[src/rtl/eag_pkg.sv]
package eag_pkg;

    typedef enum logic [3:0] {
        AM_ACC = 4'd0,
        AM_IMP = 4'd1,
        AM_IMM = 4'd2,
        AM_ZPG = 4'd3,
        AM_ZPX = 4'd4,
        AM_ZPY = 4'd5,
        AM_ABS = 4'd6,
        AM_ABX = 4'd7,
        AM_ABY = 4'd8,
        AM_IND = 4'd9,
        AM_IDX = 4'd10,
        AM_IDY = 4'd11,
        AM_REL = 4'd12
    } amode_e;

    typedef enum logic [2:0] {
        S_IDLE,
        S_OPLO,
        S_OPHI,
        S_PTLO,
        S_PTHI,
        S_FIN
    } eag_state_e;

    // Modes completed in the start cycle without bus traffic
    function automatic logic is_fast(input logic [3:0] m);
        return (m <= 4'd2) || (m > 4'd12);
    endfunction

endpackage

[src/rtl/eag_page_cross.sv]
module eag_page_cross #(
    parameter int DW = 8
) (
    input  logic [2*DW-1:0] base,
    input  logic [2*DW-1:0] dest,
    output logic            crossed
);
    always_comb begin
        crossed = (base[2*DW-1:DW] != dest[2*DW-1:DW]);
    end
endmodule

[src/rtl/eag_addr_calc.sv]
module eag_addr_calc
    import eag_pkg::*;
#(
    parameter int DW = 8
) (
    input  amode_e           mode_q,
    input  logic [DW-1:0]    op0,
    input  logic [DW-1:0]    op1,
    input  logic [DW-1:0]    plo,
    input  logic [DW-1:0]    phi,
    input  logic [DW-1:0]    x_q,
    input  logic [DW-1:0]    y_q,
    input  logic [2*DW-1:0]  pc_q,
    input  logic             store_q,
    input  logic             taken_q,
    output logic [2*DW-1:0]  ea,
    output logic [DW-1:0]    rel,
    output logic [1:0]       extra
);
    localparam int AW = 2 * DW;

    logic [AW-1:0] idx_base;
    logic [DW-1:0] idx_val;
    logic [AW-1:0] idx_sum;
    logic [AW-1:0] br_target;
    logic          idx_cross;
    logic          br_cross;

    always_comb begin
        idx_base = (mode_q == AM_IDY) ? {phi, plo} : {op1, op0};
        idx_val  = (mode_q == AM_ABX) ? x_q : y_q;
        idx_sum  = idx_base + {{DW{1'b0}}, idx_val};
        br_target = pc_q + {{DW{op0[DW-1]}}, op0};
    end

    eag_page_cross #(.DW(DW)) u_idx_cross (
        .base   (idx_base),
        .dest   (idx_sum),
        .crossed(idx_cross)
    );

    eag_page_cross #(.DW(DW)) u_br_cross (
        .base   (pc_q),
        .dest   (br_target),
        .crossed(br_cross)
    );

    always_comb begin
        ea    = '0;
        rel   = '0;
        extra = 2'd0;
        unique case (mode_q)
            AM_ZPG: ea = {{DW{1'b0}}, op0};
            AM_ZPX: ea = {{DW{1'b0}}, DW'(op0 + x_q)};
            AM_ZPY: ea = {{DW{1'b0}}, DW'(op0 + y_q)};
            AM_ABS: ea = {op1, op0};
            AM_ABX, AM_ABY, AM_IDY: begin
                ea    = idx_sum;
                extra = (store_q || idx_cross) ? 2'd1 : 2'd0;
            end
            AM_IND, AM_IDX: ea = {phi, plo};
            AM_REL: begin
                ea    = br_target;
                rel   = op0;
                extra = taken_q ? (br_cross ? 2'd2 : 2'd1) : 2'd0;
            end
            default: ea = '0;
        endcase
    end
endmodule

[src/rtl/eag_fsm.sv]
module eag_fsm
    import eag_pkg::*;
#(
    parameter int DW = 8
) (
    input  logic             clk,
    input  logic             rst_n,
    input  logic             start,
    input  logic [3:0]       mode,
    input  logic [DW-1:0]    idx_x,
    input  logic [DW-1:0]    idx_y,
    input  logic [2*DW-1:0]  pc_in,
    input  logic             is_store,
    input  logic             br_taken,
    input  logic [DW-1:0]    rd_data,
    output logic             rd_en,
    output logic [2*DW-1:0]  rd_addr,
    output eag_state_e       state_o,
    output amode_e           mode_q,
    output logic [DW-1:0]    op0,
    output logic [DW-1:0]    op1,
    output logic [DW-1:0]    plo,
    output logic [DW-1:0]    phi,
    output logic [DW-1:0]    x_q,
    output logic [DW-1:0]    y_q,
    output logic [2*DW-1:0]  pc_q,
    output logic             store_q,
    output logic             taken_q
);
    localparam int AW = 2 * DW;

    eag_state_e    state_q, state_d;
    logic          launch;
    logic [DW-1:0] zp_ptr;
    logic [DW-1:0] ptr_page;

    assign launch  = (state_q == S_IDLE) && start && !is_fast(mode);
    assign state_o = state_q;

    // State register
    always_ff @(posedge clk or negedge rst_n) begin
        if (!rst_n) state_q <= S_IDLE;
        else        state_q <= state_d;
    end

    // Transitions
    always_comb begin
        state_d = state_q;
        unique case (state_q)
            S_IDLE: if (launch) state_d = S_OPLO;
            S_OPLO: begin
                if (mode_q inside {AM_ABS, AM_ABX, AM_ABY, AM_IND}) state_d = S_OPHI;
                else if (mode_q inside {AM_IDX, AM_IDY})            state_d = S_PTLO;
                else                                                 state_d = S_FIN;
            end
            S_OPHI: state_d = (mode_q == AM_IND) ? S_PTLO : S_FIN;
            S_PTLO: state_d = S_PTHI;
            S_PTHI: state_d = S_FIN;
            S_FIN:  state_d = S_IDLE;
            default: state_d = S_IDLE;
        endcase
    end

    // Captured command and fetched bytes
    always_ff @(posedge clk or negedge rst_n) begin
        if (!rst_n) begin
            mode_q  <= AM_IMP;
            x_q     <= '0;
            y_q     <= '0;
            pc_q    <= '0;
            store_q <= 1'b0;
            taken_q <= 1'b0;
            op0     <= '0;
            op1     <= '0;
            plo     <= '0;
            phi     <= '0;
        end else begin
            unique case (state_q)
                S_IDLE: if (launch) begin
                    mode_q  <= amode_e'(mode);
                    x_q     <= idx_x;
                    y_q     <= idx_y;
                    pc_q    <= pc_in;
                    store_q <= is_store;
                    taken_q <= br_taken;
                end
                S_OPLO: begin
                    op0  <= rd_data;
                    pc_q <= pc_q + AW'(1);
                end
                S_OPHI: begin
                    op1  <= rd_data;
                    pc_q <= pc_q + AW'(1);
                end
                S_PTLO: plo <= rd_data;
                S_PTHI: phi <= rd_data;
                S_FIN:  ;
                default: ;
            endcase
        end
    end

    // Bus outputs
    always_comb begin
        zp_ptr   = (mode_q == AM_IDX) ? DW'(op0 + x_q) : op0;
        ptr_page = (mode_q == AM_IND) ? op1 : '0;
        rd_en    = 1'b0;
        rd_addr  = '0;
        unique case (state_q)
            S_OPLO, S_OPHI: begin
                rd_en   = 1'b1;
                rd_addr = pc_q;
            end
            S_PTLO: begin
                rd_en   = 1'b1;
                rd_addr = {ptr_page, zp_ptr};
            end
            S_PTHI: begin
                rd_en   = 1'b1;
                rd_addr = {ptr_page, DW'(zp_ptr + DW'(1))};
            end
            default: ;
        endcase
    end

    assert_hi_follows_lo_R5: assert property (@(posedge clk) disable iff (!rst_n)
        (state_q == S_OPHI) |-> (rd_addr == $past(rd_addr) + AW'(1)))
        else $error("second operand byte not at next PC");

    assert_ptr_no_carry_R9: assert property (@(posedge clk) disable iff (!rst_n)
        (state_q == S_PTHI) |-> ((rd_addr[AW-1:DW] == $past(rd_addr[AW-1:DW])) &&
                                 (rd_addr[DW-1:0] == DW'($past(rd_addr[DW-1:0]) + DW'(1)))))
        else $error("pointer high byte left the page of the low byte");

    assert_zp_pointer_R7: assert property (@(posedge clk) disable iff (!rst_n)
        ((state_q == S_PTLO || state_q == S_PTHI) && mode_q != AM_IND) |-> (rd_addr[AW-1:DW] == '0))
        else $error("indexed pointer read outside page zero");

    assert_busy_ignore_R12: assert property (@(posedge clk) disable iff (!rst_n)
        (state_q != S_IDLE) |=> ($stable(mode_q) && $stable(x_q) && $stable(y_q)))
        else $error("command recaptured while busy");

endmodule

[src/rtl/eff_addr_gen.sv]
module eff_addr_gen
    import eag_pkg::*;
#(
    parameter int DW = 8
) (
    input  logic             clk,
    input  logic             rst_n,
    input  logic             start,
    input  logic [3:0]       mode,
    input  logic [DW-1:0]    idx_x,
    input  logic [DW-1:0]    idx_y,
    input  logic [2*DW-1:0]  pc_in,
    input  logic             is_store,
    input  logic             br_taken,
    output logic             rd_en,
    output logic [2*DW-1:0]  rd_addr,
    input  logic [DW-1:0]    rd_data,
    output logic             done,
    output logic             busy,
    output logic [2*DW-1:0]  ea,
    output logic [2*DW-1:0]  pc_out,
    output logic [DW-1:0]    rel_off,
    output logic [1:0]       extra
);
    localparam int AW = 2 * DW;

    eag_state_e    state;
    amode_e        mode_q;
    logic [DW-1:0] op0, op1, plo, phi, x_q, y_q;
    logic [AW-1:0] pc_q;
    logic          store_q, taken_q;
    logic [AW-1:0] calc_ea;
    logic [DW-1:0] calc_rel;
    logic [1:0]    calc_extra;
    logic          fast_hit;

    eag_fsm #(.DW(DW)) u_fsm (
        .clk     (clk),
        .rst_n   (rst_n),
        .start   (start),
        .mode    (mode),
        .idx_x   (idx_x),
        .idx_y   (idx_y),
        .pc_in   (pc_in),
        .is_store(is_store),
        .br_taken(br_taken),
        .rd_data (rd_data),
        .rd_en   (rd_en),
        .rd_addr (rd_addr),
        .state_o (state),
        .mode_q  (mode_q),
        .op0     (op0),
        .op1     (op1),
        .plo     (plo),
        .phi     (phi),
        .x_q     (x_q),
        .y_q     (y_q),
        .pc_q    (pc_q),
        .store_q (store_q),
        .taken_q (taken_q)
    );

    eag_addr_calc #(.DW(DW)) u_calc (
        .mode_q (mode_q),
        .op0    (op0),
        .op1    (op1),
        .plo    (plo),
        .phi    (phi),
        .x_q    (x_q),
        .y_q    (y_q),
        .pc_q   (pc_q),
        .store_q(store_q),
        .taken_q(taken_q),
        .ea     (calc_ea),
        .rel    (calc_rel),
        .extra  (calc_extra)
    );

    // Result outputs: fast path in the start cycle, else from captured state
    always_comb begin
        fast_hit = (state == S_IDLE) && start && is_fast(mode);
        busy     = (state != S_IDLE);
        done     = fast_hit || (state == S_FIN);
        if (fast_hit) begin
            ea      = (mode == 4'(AM_IMM)) ? pc_in : '0;
            pc_out  = (mode == 4'(AM_IMM)) ? pc_in + AW'(1) : pc_in;
            rel_off = '0;
            extra   = 2'd0;
        end else begin
            ea      = calc_ea;
            pc_out  = pc_q;
            rel_off = calc_rel;
            extra   = calc_extra;
        end
    end

    assert_fast_done_R2: assert property (@(posedge clk) disable iff (!rst_n)
        (start && !busy && is_fast(mode)) |-> (done && !rd_en))
        else $error("fast mode did not finish in its start cycle");

    assert_extra_max_R10: assert property (@(posedge clk) disable iff (!rst_n)
        done |-> (extra != 2'd3))
        else $error("extra-cycle count out of range");

    assert_store_penalty_R6: assert property (@(posedge clk) disable iff (!rst_n)
        ((state == S_FIN) && store_q && (mode_q inside {AM_ABX, AM_ABY, AM_IDY})) |-> (extra == 2'd1))
        else $error("indexed store not charged its extra cycle");

    assert_reset_quiet_R1: assert property (@(posedge clk) disable iff (!rst_n)
        $rose(rst_n) |-> (!busy && !rd_en))
        else $error("block active right after reset");

endmodule

[config.mk]
export PLATFORM = sky130hd
export DESIGN_NAME = eff_addr_gen
export DESIGN_NICKNAME = d
export VERILOG_FILES = /design/src/rtl/eag_pkg.sv /design/src/rtl/eag_page_cross.sv /design/src/rtl/eag_addr_calc.sv /design/src/rtl/eag_fsm.sv /design/src/rtl/eff_addr_gen.sv
export SDC_FILE = /design/constraint.sdc
export NUM_CORES = 1
export LEC_CHECK = 0
export ABC_AREA = 0
export BUFFER_PORTS_ARGS = -buffer_cell sky130_fd_sc_hd__buf_2
export CORE_MARGIN = 2
export CORE_UTILIZATION = 64
export DETAILED_ROUTE_END_ITERATION = 8
export MAX_ROUTING_LAYER = met4
export PLACE_DENSITY = 0.88
export SLEW_MARGIN = 20
export SYNTH_ARGS = -nofsm -noshare
export SYNTH_HDL_FRONTEND = slang
export SYNTH_SLANG_ARGS = --single-unit
[constraint.sdc]
create_clock -name clk -period 5.6 [get_ports clk]
set_input_delay 0.56 -clock clk [delete_from_list [all_inputs] [get_ports clk]]
set_output_delay 0.56 -clock clk [all_outputs]
set_load 0.05 [all_outputs]
### Word-level counts from Yosys, hierarchy flattened

Index checks and enable logic that the tools add are counted.

| word-level totals | value |
|---|---|
| bits in registers | 73 |
| latch bits | 0 |
| memory bits (writable) | 0 |
| ROM bits | 0 |
| bits of input ports | 49 |
| output and inout bits | 61 |
| word-level logic and storage cells | 82 |
| memories kept | 0 |

| cells by class | value |
|---|---|
| add/subtract/negate cells | 7 |
| multipliers | 0 |
| divide/modulo/power cells | 0 |
| order comparisons | 2 |
| equality and inequality tests | 19 |
| shift-type cells | 0 |
| multiplexer cells | 25 |
| bitwise operators | 0 |
| reductions and logical operators | 18 |

Operators by type and width:

| kind | count |
|---|---|
| 16-bit case mux with 7 select lines | 1 |
| 16-bit two-way mux | 6 |
| 16-bit case mux with 3 select lines | 1 |
| 8-bit two-way mux | 5 |
| 16-bit by 1-bit adder with 16-bit output, second input constant | 2 |
| 16-bit case mux with 2 select lines | 1 |
| 4-bit equality test, second input constant | 5 |
| 16-bit adder | 1 |
| 16-bit by 8-bit adder with 16-bit output | 1 |
| 8-bit adder | 2 |
| 4-bit by 3-bit equality test with 1-bit output, second input constant | 4 |
| 8-bit != test | 2 |
| 3-bit case mux with 5 select lines | 1 |
| 3-bit two-way mux | 4 |
| 8-bit by 1-bit adder with 8-bit output, second input constant | 1 |
| 4-bit by 2-bit equality test with 1-bit output, second input constant | 2 |
| 3-bit by 2-bit equality test with 1-bit output, second input constant | 2 |
| 3-bit equality test, second input constant | 2 |
| 2-bit two-way mux | 3 |
| 4-bit > comparator, second input constant | 1 |
| 4-bit by 2-bit less-or-equal comparator with 1-bit output, second input constant | 1 |
| 2-bit case mux with 2 select lines | 1 |
| 2-bit AND reduction | 2 |
| 2-bit nonzero test | 2 |
| 12 further kinds | 18 |

### Longest topological paths before layout

Gate-level depths: netlist of run 1.

| logic depth | value |
|---|---|
| word-level depth | 8 |
| mapped depth | 17 |
| mapped depth without buffers | 15 |

### Cells and area by module

From an unflattened synthesis of run 1, not the netlist that was laid out.

| second synthesis, totals | value |
|---|---|
| cell total of the unflattened synthesis | 942 |
| area, all modules | 7613.6 um2 |

Modules (own cells, without submodules):

| module | times used | cells an instance | area each (um2) | seq. area each (um2) |
|---|---|---|---|---|
| eag_fsm | 1 | 423 | 4051.4 | 1828.0 |
| eag_addr_calc | 1 | 340 | 2557.5 | 0.0 |
| eff_addr_gen | 1 | 157 | 832.0 | 0.0 |
| eag_page_cross | 2 | 11 | 86.3 | 0.0 |

### Worst setup path after synthesis of run 1

Ideal clock, no wire load.

| timing | value |
|---|---|
| path kind | reg-to-output |
| from | register u_fsm.mode_q[2] |
| to | output ea[12] |
| arrival time | 4.221 ns |
| data required time | 5.040 ns |
| setup slack | 0.819 ns |
| cell stages (with the launch flop) | 17 |
| path buffers | 2 |
| cell sequence | dfrtp_1 -> clkbuf_1 -> nor2b_1 -> clkbuf_1 -> nand3_1 -> mux2_2 -> ha_1 -> inv_1 -> fa_1 -> nor2b_1 -> o21ai_0 -> a21oi_1 -> o21ai_1 -> a21oi_1 -> a31o_2 -> a31oi_1 -> o21ai_0 |

| on the way | value |
|---|---|
| word-level cells in the longest chain between the ends | 5 |
| elaborated cells on any way between the ends | 17 |
| classes of those cells | add/sub (1); eq/ne (10); mux (4); reduce/logical (2) |

Ends and longest elaborated chain:

| element | RTL line | RTL |
|---|---|---|
| from (decl) | eag_fsm.sv:19 | `output amode_e mode_q,` |
| from (signal assigned) | eag_fsm.sv:80 | `mode_q <= amode_e'(mode);` |
| 4-bit equality test or 4-bit by 3-bit equality test with 1-bit output (tied branches) | eag_addr_calc.sv:30, eag_addr_calc.sv:52, eag_addr_calc.sv:31 |  |
| 16-bit two-way mux or 8-bit two-way mux (tied branches) | eag_addr_calc.sv:30, eag_addr_calc.sv:31 |  |
| 16-bit by 8-bit adder with 16-bit output | eag_addr_calc.sv:32 | `idx_sum = idx_base + {{DW{1'b0}}, idx_val};` |
| 16-bit case mux with 7 select lines (*) | eag_addr_calc.sv:52 | `unique case (mode_q)` |
| 16-bit two-way mux (*) | eff_addr_gen.sv:84 | `if (fast_hit) begin` |
| to (decl) | eff_addr_gen.sv:20 | `output logic [2*DW-1:0] ea,` |

Mark *: on every way between the ends. The rest lies on a longest branch, timed or not.

### Worst setup path after layout of run 1

| timing | value |
|---|---|
| from | register u_fsm.mode_q[2] |
| to | output ea[8] |

The elaborated chain is that of the path after synthesis.

==> impl_metrics.toml, run 1 <==
[run_status]
status = "finished, final reports clean"

[critical_path]
worstSetupPathType = "reg -> out"
path_max_fanout = 12
crit_arrival_ns = 4.47
crit_path_end_kind = "primary output"
required_ns = 5.04
critPathLaunchType = "flip-flop"
r2r_start = "u_fsm.state_o[0]"
crit_chain = "nor2b_1 > nand3_1 > mux2_2 > ha_1 > inv_1 > fa_1 > nor2b_1 > o21ai_0 > a21oi_1 > o21ai_1 > a21oi_1 > xor2_1 > a222oi_1 > o21ai_0 > buf_2"
slowest_stage = "dfrtp_1"
cpPeakStageDelay_ns = 0.54
cp-startpoint = "u_fsm.mode_q[2]"

[route]
post-route-drc-count = 0
dr_wl_met2_mm = 10.8
wl_met1_mm = 10.1
wire_per_inst_um = 21.5
wl_met3_mm = 2.84
vias_per_cell = 6.76
drtPass1Iterations = 6
top_layer = "met4"
drt_iter0_drc = 1172
final_antenna_net_count = 0
drt_wl_total_mm = 24.5
vias = 7706

[die]
die_h_um = 111
io_pins = 110
core_um2 = 11000
fp-row-count = 38
initial_core_util_pct = 66.2
die_x_um = 111
die-area_um2 = 12200

[clock_tree]
cts_tree = "yes"
postCtsSetupRepairBufs = 0
clock_latency_ns = 0.35
htreeDepth = 3
cts_root_buf = "clkbuf_16"
cts_hold_buf = 0
clk_path_buf_depth = 2
clkTransAtPathRegs_ns = 0.06
numCtsBuffers = 9
cts_resized = 0
clock-sinks = 73

[yosys]
synthXorXnorAreaFrac_pct = 7.71
ys_ff_latch = 73
synth-async-reset-ratio_pct = 100
ys.flop_type = "dfrtp_1"
synth_top_family_by_area = "compound AO/OA/AOI/OAI gates"
synth_edf_count = 0
synth_cell_types = 71
synth.cell_area_um2 = 7270
syn_area_per_cell_um2 = 7.92
synthAdderAreaFrac_pct = 8.16
synth-seq-area-share_pct = 25.1
synthMuxAreaShare_pct = 8.77
synthCells = 918
yosysWarningCount = 0
syn_nets = 1012
yosys.area_share.simple_pct = 21.8
synth-compound-area-share_pct = 24.1

[finish]
drive_above_1_share_pct = 20.0
layout_common_cells = "nand2_1 (143), buf_2 (109), nor2_1 (76)"
final_util_pct = 74.6
fin_nets = 1089
layout_commonest_cell = "nand2_1"
fillers = 852
diodes = 0
area_delta_synth_final_pct = 12.6

[timing]
tns_ns = 0
grt_setup_unrepaired = "no"
worst-slew-pin-transition_ns = 1.20
slew_violations = 0
clock_skew_ns = 0.00946
period_share_pct = 89.9
hold_viol = 0
slew_headroom_pct = 19.9
period_needed_ns = 5.03
setup_viol = 0
fmax_mhz = 199

[grt]
grt_pass1_vias = 7041
grt_pass1_wl_mm = 38.5
grt_max_degree = 74
grt_overflow = 0
grtUsageTotal_pct = 40.6
antenna_found_initial = 0

[placement]
gp_congestion = 1.01
dp_hpwl_mm = 18.2
port-buffer-count = 109

[worst_hold_path]
min_path_type = "in -> reg"
hold_start = "idx_y[0]"

[run]
max_cap_violations = 0
==> worst max-delay path, delay by kind of cell, from the launching register on <==
kind            cells  cell delay, ns
compound gates      6            1.22
simple gates        3            0.93
fa+ha+maj           2            0.57
flops               1            0.54
buf+inv             2            0.35
mux                 1            0.34
xor+xnor            1            0.17
==> per-layer routing <==
metal	GRT usage, %	up-vias
met5	-	-
met4	14.5	0
met3	7.85	78
met2	59.1	501
met1	56.7	3600
li1	-	3527
==> state kept, by name, indices dropped and copies added (netlist names) <==
| name | cells |
|---|---|
| u_fsm.mode_q | 4 |
| u_fsm.op0 | 8 |
| u_fsm.op1 | 8 |
| u_fsm.pc_q | 16 |
| u_fsm.phi | 8 |
| u_fsm.plo | 8 |
| u_fsm.state_o | 3 |
| u_fsm.store_q | 1 |
| u_fsm.taken_q | 1 |
| u_fsm.x_q | 8 |
| u_fsm.y_q | 8 |
==> path summary, 6_finish.rpt <==
kind                             endpoint  slack [ns]  cells after the start
min in group asynchronous    u_fsm.x_q[3]        0.43                      2
max in group asynchronous    u_fsm.op1[7]        4.54                      2
min                          u_fsm.y_q[0]        0.40                      3
max                                 ea[8]        0.57                     15
max reg2reg                u_fsm.pc_q[15]        2.73                      9
min reg2reg                  u_fsm.y_q[4]        0.51                      2
==> per-stage QoR <==
stage | instances | hold WS, ns | worst slack, ns | instance area, um2
after floorplan | 918 | 0.264 | 0.819 | 7270
after global placement | 1124 | 0.486 | 1.06 | 7870
after detailed placement | 1124 | 0.498 | 0.987 | 7870
after CTS | 1140 | 0.398 | 0.612 | 8190
after global routing | 1140 | 0.400 | 0.247 | 8190
final | 1140 | 0.398 | 0.567 | 8190
==> Yosys cell counts, types with 7 or more instances <==
library cell	number	area share, %
inv_1	26	1.3
buf_1	7	0.36
o21ai_1	9	0.62
nand3_1	31	2.1
a222oi_1	12	1.7
nor2_1	77	4.0
a22oi_1	17	1.8
mux2_2	46	7.1
xnor2_1	42	5.1
nand4_1	11	0.95
and3_1	15	1.3
a22o_1	14	1.7
a21o_1	8	0.83
o21ai_0	37	2.5
a21oi_1	66	4.5
nor2b_1	10	0.86
mux2i_1	12	1.7
nor3_1	20	1.4
o21a_1	7	0.72
dfrtp_1	72	25
ha_1	41	7.1
nand2_1	143	7.4
a31oi_1	7	0.60
o22ai_1	12	1.0
xor2_1	22	2.6
a211oi_1	12	1.2
clkbuf_1	41	2.1
==> cells by family after synthesis <==
family | after synthesis
mux | 58
flops | 73
simple gates | 345
xor+xnor | 64
fa+ha+maj | 45
compound gates | 253
buf+inv | 80
==> cell type report <==
| class | instances | area [um2] | share of cell area [%] |
|---|---|---|---|
| Multi-Input combinational cell | 765 | 5140 | 62.8 |
| Sequential cell | 73 | 1830 | 22.3 |
| Clock buffer | 10 | 229 | 2.80 |
| Clock inverter | 6 | 91.3 | 1.12 |
| Tap cell | 140 | 175 | 2.14 |
| Timing Repair Buffer | 120 | 628 | 7.67 |
| Inverter | 26 | 97.6 | 1.19 |
Power of run 1 is left out: the tool's default activity adds up to more than one toggle a clock period on the data nets, which glitch-free logic cannot reach.
==> run 2, diff against run 1 <==
--- a/config.mk
+++ b/config.mk
@@ -10,7 +10,6 @@
 export CORE_MARGIN = 2
 export CORE_UTILIZATION = 64
 export DETAILED_ROUTE_END_ITERATION = 8
-export MAX_ROUTING_LAYER = met4
 export PLACE_DENSITY = 0.88
 export SLEW_MARGIN = 20
 export SYNTH_ARGS = -nofsm -noshare
==> run 2 against run 1 <==
Effect of this change:
- the flow now finishes with violations (DRC)
- non-clock buffer count decreased by 1
- setup slack better by 0.033 ns
- largest cell class unchanged
- via count fell by 0.38%
- final area fell by 0.52%
- clock-buffer cell count grew 1
- die area is the same
- wire length down 2.6%
- clock skew decreased by 0.0018 ns
- highest routed layer unchanged
==> impl_metrics.toml, run 2 (synthesis results as in run 1) <==
[route]
wire_per_inst_um = 21.0
vias_per_cell = 6.74
final_antenna_net_count = 0
post-route-drc-count = 5
drt_iter0_drc = 1210
drt_wl_total_mm = 23.9
drtPass1Iterations = 9
vias = 7677

[timing]
setup_viol = 0
hold_viol = 0
worst-slew-pin-transition_ns = 1.22
slew_headroom_pct = 18.8
slew_violations = 0
tns_ns = 0
period_needed_ns = 5.00
clock_skew_ns = 0.00764
fmax_mhz = 200
period_share_pct = 89.3
grt_setup_unrepaired = "no"

[critical_path]
crit_arrival_ns = 4.44
crit_chain = "nor2b_1 > nand3_1 > mux2_2 > ha_1 > a21o_1 > a21oi_1 > o21a_1 > o21ai_0 > a41oi_1 > nor2_1 > xnor2_1 > a221o_1 > buf_2"
required_ns = 5.04
crit_path_end_kind = "primary output"
cpPeakStageDelay_ns = 0.54
rrSetupSlack_ns = 2.78
critPathLaunchType = "flip-flop"
worstSetupPathType = "reg -> out"
r2r_cells = 9
slowest_stage = "dfrtp_1"
path_max_fanout = 12
r2r_start = "u_fsm.state_o[0]"
reg2reg_to = "u_fsm.pc_q[15]"

[finish]
design_area_um2 = 8150
drive_above_1_share_pct = 20.1
fin_nets = 1088
area_delta_synth_final_pct = 12.0
regMostFlops = "u_fsm.pc_q"
fin_cells = 1139
diodes = 0
layout_commonest_cell = "nand2_1"
fillers = 879
largest_reg_flops = 16
layout_common_cells = "nand2_1 (143), buf_2 (109), nor2_1 (75)"

[clock_tree]
clock_latency_ns = 0.35
clkTransAtPathRegs_ns = 0.06
postCtsSetupRepairBufs = 0
cts_resized = 0
numCtsBuffers = 9
cts_tree = "yes"
clk_path_buf_depth = 2
cts_hold_buf = 0
cts_root_buf = "clkbuf_16"
htreeDepth = 3
clock-sinks = 73

[die]
die_x_um = 111
core_um2 = 11000
initial_core_util_pct = 66.2
fp-row-count = 38
die-area_um2 = 12200
io_pins = 110
die_h_um = 111

[worst_hold_path]
whs_endpoint = "u_fsm.y_q[1]"
hold_start = "idx_y[1]"
min_path_type = "in -> reg"
hold_path_depth = 3

[run]
max_cap_violations = 0

[placement]
port-buffer-count = 109
dp_hpwl_mm = 17.8
gp_congestion = 1.00
postPlaceCellArea_um2 = 7860
dp.cells = 1123

[run_status]
violations = "DRC"
status = "finished with violations"

[grt]
grt_overflow = 0
grt_max_degree = 74
grt_pass1_vias = 6879
grtUsageTotal_pct = 38.5
grt_pass1_wl_mm = 37.6
antenna_found_initial = 0
run 2: cell types whose count changed in the layout (fill, tap and decap cells not counted), moves of 2 or more:
cell        before  now
clkinv_2         1    3
clkinv_4         2    0
bufinv_16        2    0
clkinvlp_4       0    2
clkbuf_8         0    2
run 2: layer usage:
layer	part of all wire (%)	track usage [%]
met2	44	59.3
met4	2.7	11.4
met3	13	7.35
met5	0	0
met1	41	55.1
run 2: worst max-delay path by stage:
stage	startpoint	endpoint	slack, ns	cells after the start
after floorplan	u_fsm.mode_q[2]	ea[12]	0.82	16
after global routing	u_fsm.mode_q[0]	ea[8]	0.30	16
after detailed placement	u_fsm.mode_q[2]	ea[13]	1.00	13
after CTS	u_fsm.mode_q[2]	ea[13]	0.64	13
final	u_fsm.mode_q[2]	ea[13]	0.60	13
after global placement	u_fsm.mode_q[2]	ea[13]	1.05	13
run 2: final cells by class:
cell class                 count  area, um2  area share (%)
multi-input combinational    765       5140            63.1
inverter                      26       97.6            1.20
sequential                    73       1830            22.4
tap                          140        175            2.15
clock buffer                  11        253            3.10
clock inverter                 5       30.0           0.369
timing repair buffer         119        621            7.62
run 2: through the flow:
step	utilization (%)	hold slack (ns)	setup WS [ns]
2_1_floorplan	-	0.264	0.819
3_3_place_gp	71.6	0.485	1.05
3_5_place_dp	71.6	0.502	1.00
4_1_cts	74.2	0.399	0.641
5_1_grt	74.2	0.402	0.296
6_report	74.2	0.400	0.600
run 2: critical path: cells and delay by family (launching register included):
family                     cells  cell delay, ns
AOI/OAI and AO/OA              6            1.58
xor gates and xnor gates       1            0.16
adders and majority gates      1            0.29
buffers and inverters          1            0.21
DFF                            1            0.54
muxes                          1            0.40
and+or+nand+nor                3            0.91
Power of run 2 is left out for the same reason.
==> run 3, diff against run 2 <==
--- a/config.mk
+++ b/config.mk
@@ -11,6 +11,7 @@
 export CORE_UTILIZATION = 64
 export DETAILED_ROUTE_END_ITERATION = 8
 export PLACE_DENSITY = 0.88
+export REMOVE_ABC_BUFFERS = 1
 export SLEW_MARGIN = 20
 export SYNTH_ARGS = -nofsm -noshare
 export SYNTH_HDL_FRONTEND = slang
==> run 3 against run 2 <==
Effect of this change:
- the flow now finishes without violations
- first-iteration DRC count decreased by 22%
- sequential cell count unchanged
- sequential share of layout area hardly changed
- clock-buffer cell count fell by 1
- die area did not move
- global-route usage shrank 0.69 points
- critical path depth unchanged
- register-to-register slack worse by 0.28 ns
- wire length down 3.6%
- hold slack improved by 0.0065 ns
- maximum frequency decreased by 1.1%
- critical path type unchanged
- largest cell class unchanged
==> impl_metrics.toml, run 3 (synthesis results as in run 1) <==
[run_status]
status = "finished, final reports clean"

[clock_tree]
cts_hold_buf = 0
cts_resized = 0
cts_tree = "yes"
clk_path_buf_depth = 2
clkTransAtPathRegs_ns = 0.06
clock_latency_ns = 0.35
postCtsSetupRepairBufs = 0
numCtsBuffers = 9
clock-sinks = 73
htreeDepth = 3
cts_root_buf = "clkbuf_16"

[timing]
period_share_pct = 90.3
fmax_mhz = 198
setup_viol = 0
tns_ns = 0
grt_setup_unrepaired = "no"
hold_viol = 0
worst-slew-pin-transition_ns = 1.13
slew_violations = 0
clock_skew_ns = 0.0102
slew_headroom_pct = 24.5
period_needed_ns = 5.06

[die]
die_h_um = 111
io_pins = 110
fp-row-count = 38
core_um2 = 11000
die_x_um = 111
initial_core_util_pct = 66.2
die-area_um2 = 12200

[placement]
port-buffer-count = 109
gp_congestion = 0.990
postPlaceCellArea_um2 = 7840
dp_hpwl_mm = 17.0

[route]
post-route-drc-count = 0
wire_per_inst_um = 20.3
vias_per_cell = 6.60
final_antenna_net_count = 0
drt_wl_total_mm = 23.1
drtPass1Iterations = 7
drt_iter0_drc = 941
vias = 7504

[critical_path]
worstSetupPathType = "reg -> out"
crit_arrival_ns = 4.50
required_ns = 5.04
critPathLaunchType = "flip-flop"
crit_path_end_kind = "primary output"
rrSetupSlack_ns = 2.50
path_max_fanout = 12

[finish]
drive_above_1_share_pct = 19.9
fin_nets = 1086
fillers = 857
regMostFlops = "u_fsm.pc_q"
design_area_um2 = 8150
diodes = 0
area_delta_synth_final_pct = 12.0
largest_reg_flops = 16
layout_common_cells = "nand2_1 (143), buf_2 (109), nor2_1 (76)"
layout_commonest_cell = "nand2_1"

[grt]
grt_max_degree = 74
grtUsageTotal_pct = 37.8
grt_pass1_wl_mm = 37.4
grt_overflow = 0
grt_pass1_vias = 7050
antenna_found_initial = 0

[worst_hold_path]
min_path_type = "in -> reg"

[run]
max_cap_violations = 0
run 3: changes by cell type in the layout (fill, tap and decap cells not counted), sizes merged:
cell	delta
buf	-2
bufinv	+1
clkbuf	-1
clkinv	-1
inv	+1
run 3: worst max-delay path: stages (launching register included):
cell	delay, ns
dfrtp_1	0.55
nor2b_1	0.46
nand3_1	0.40
mux2_2	0.41
ha_1	0.29
a21o_1	0.18
a21oi_1	0.21
o21a_1	0.15
o21ai_0	0.11
a41oi_1	0.58
nor2_1	0.14
xnor2_1	0.16
a221o_1	0.31
buf_2	0.21
run 3: worst paths after layout:
kind                                   to  cells after the start        startpoint
hold / removal               u_fsm.x_q[6]                      3          idx_x[6]
min in group asynchronous    u_fsm.x_q[4]                      2             rst_n
setup reg to reg           u_fsm.pc_q[15]                      8  u_fsm.state_o[0]
hold reg to reg             u_fsm.taken_q                      2     u_fsm.taken_q
setup / recovery                   ea[13]                     13   u_fsm.mode_q[2]
max in group asynchronous   u_fsm.pc_q[5]                      2             rst_n
run 3: cell type report:
| type | count | area [um2] | area share [%] |
|---|---|---|---|
| Timing Repair Buffer | 117 | 606 | 7.43 |
| Multi-Input combinational cell | 765 | 5140 | 63.1 |
| Clock inverter | 6 | 67.6 | 0.829 |
| Clock buffer | 10 | 229 | 2.81 |
| Tap cell | 140 | 175 | 2.15 |
| Sequential cell | 73 | 1830 | 22.4 |
| Inverter | 26 | 97.6 | 1.20 |
run 3: per-layer routing:
metal / vias to the layer above / part of all wire, % / GRT usage (%)
met4: 0 / 2.9 / 13.8
met1: 3490 / 41 / 51.4
met5: - / 0 / 0
met2: 433 / 45 / 59.5
li1: 3518 / - / -
met3: 63 / 11 / 8.01
run 3: stage by stage:
step                hold WS [ns]  setup WS (ns)  utilization [%]  instances
finish                     0.406          0.545             74.2       1137
global route               0.411          0.140             74.2       1137
detailed placement         0.481           1.03             71.4       1121
floorplan                  0.264          0.940                -        864
global placement           0.480           1.12             71.4       1121
CTS                        0.405          0.626             74.1       1137
Power of run 3 is left out for the same reason.
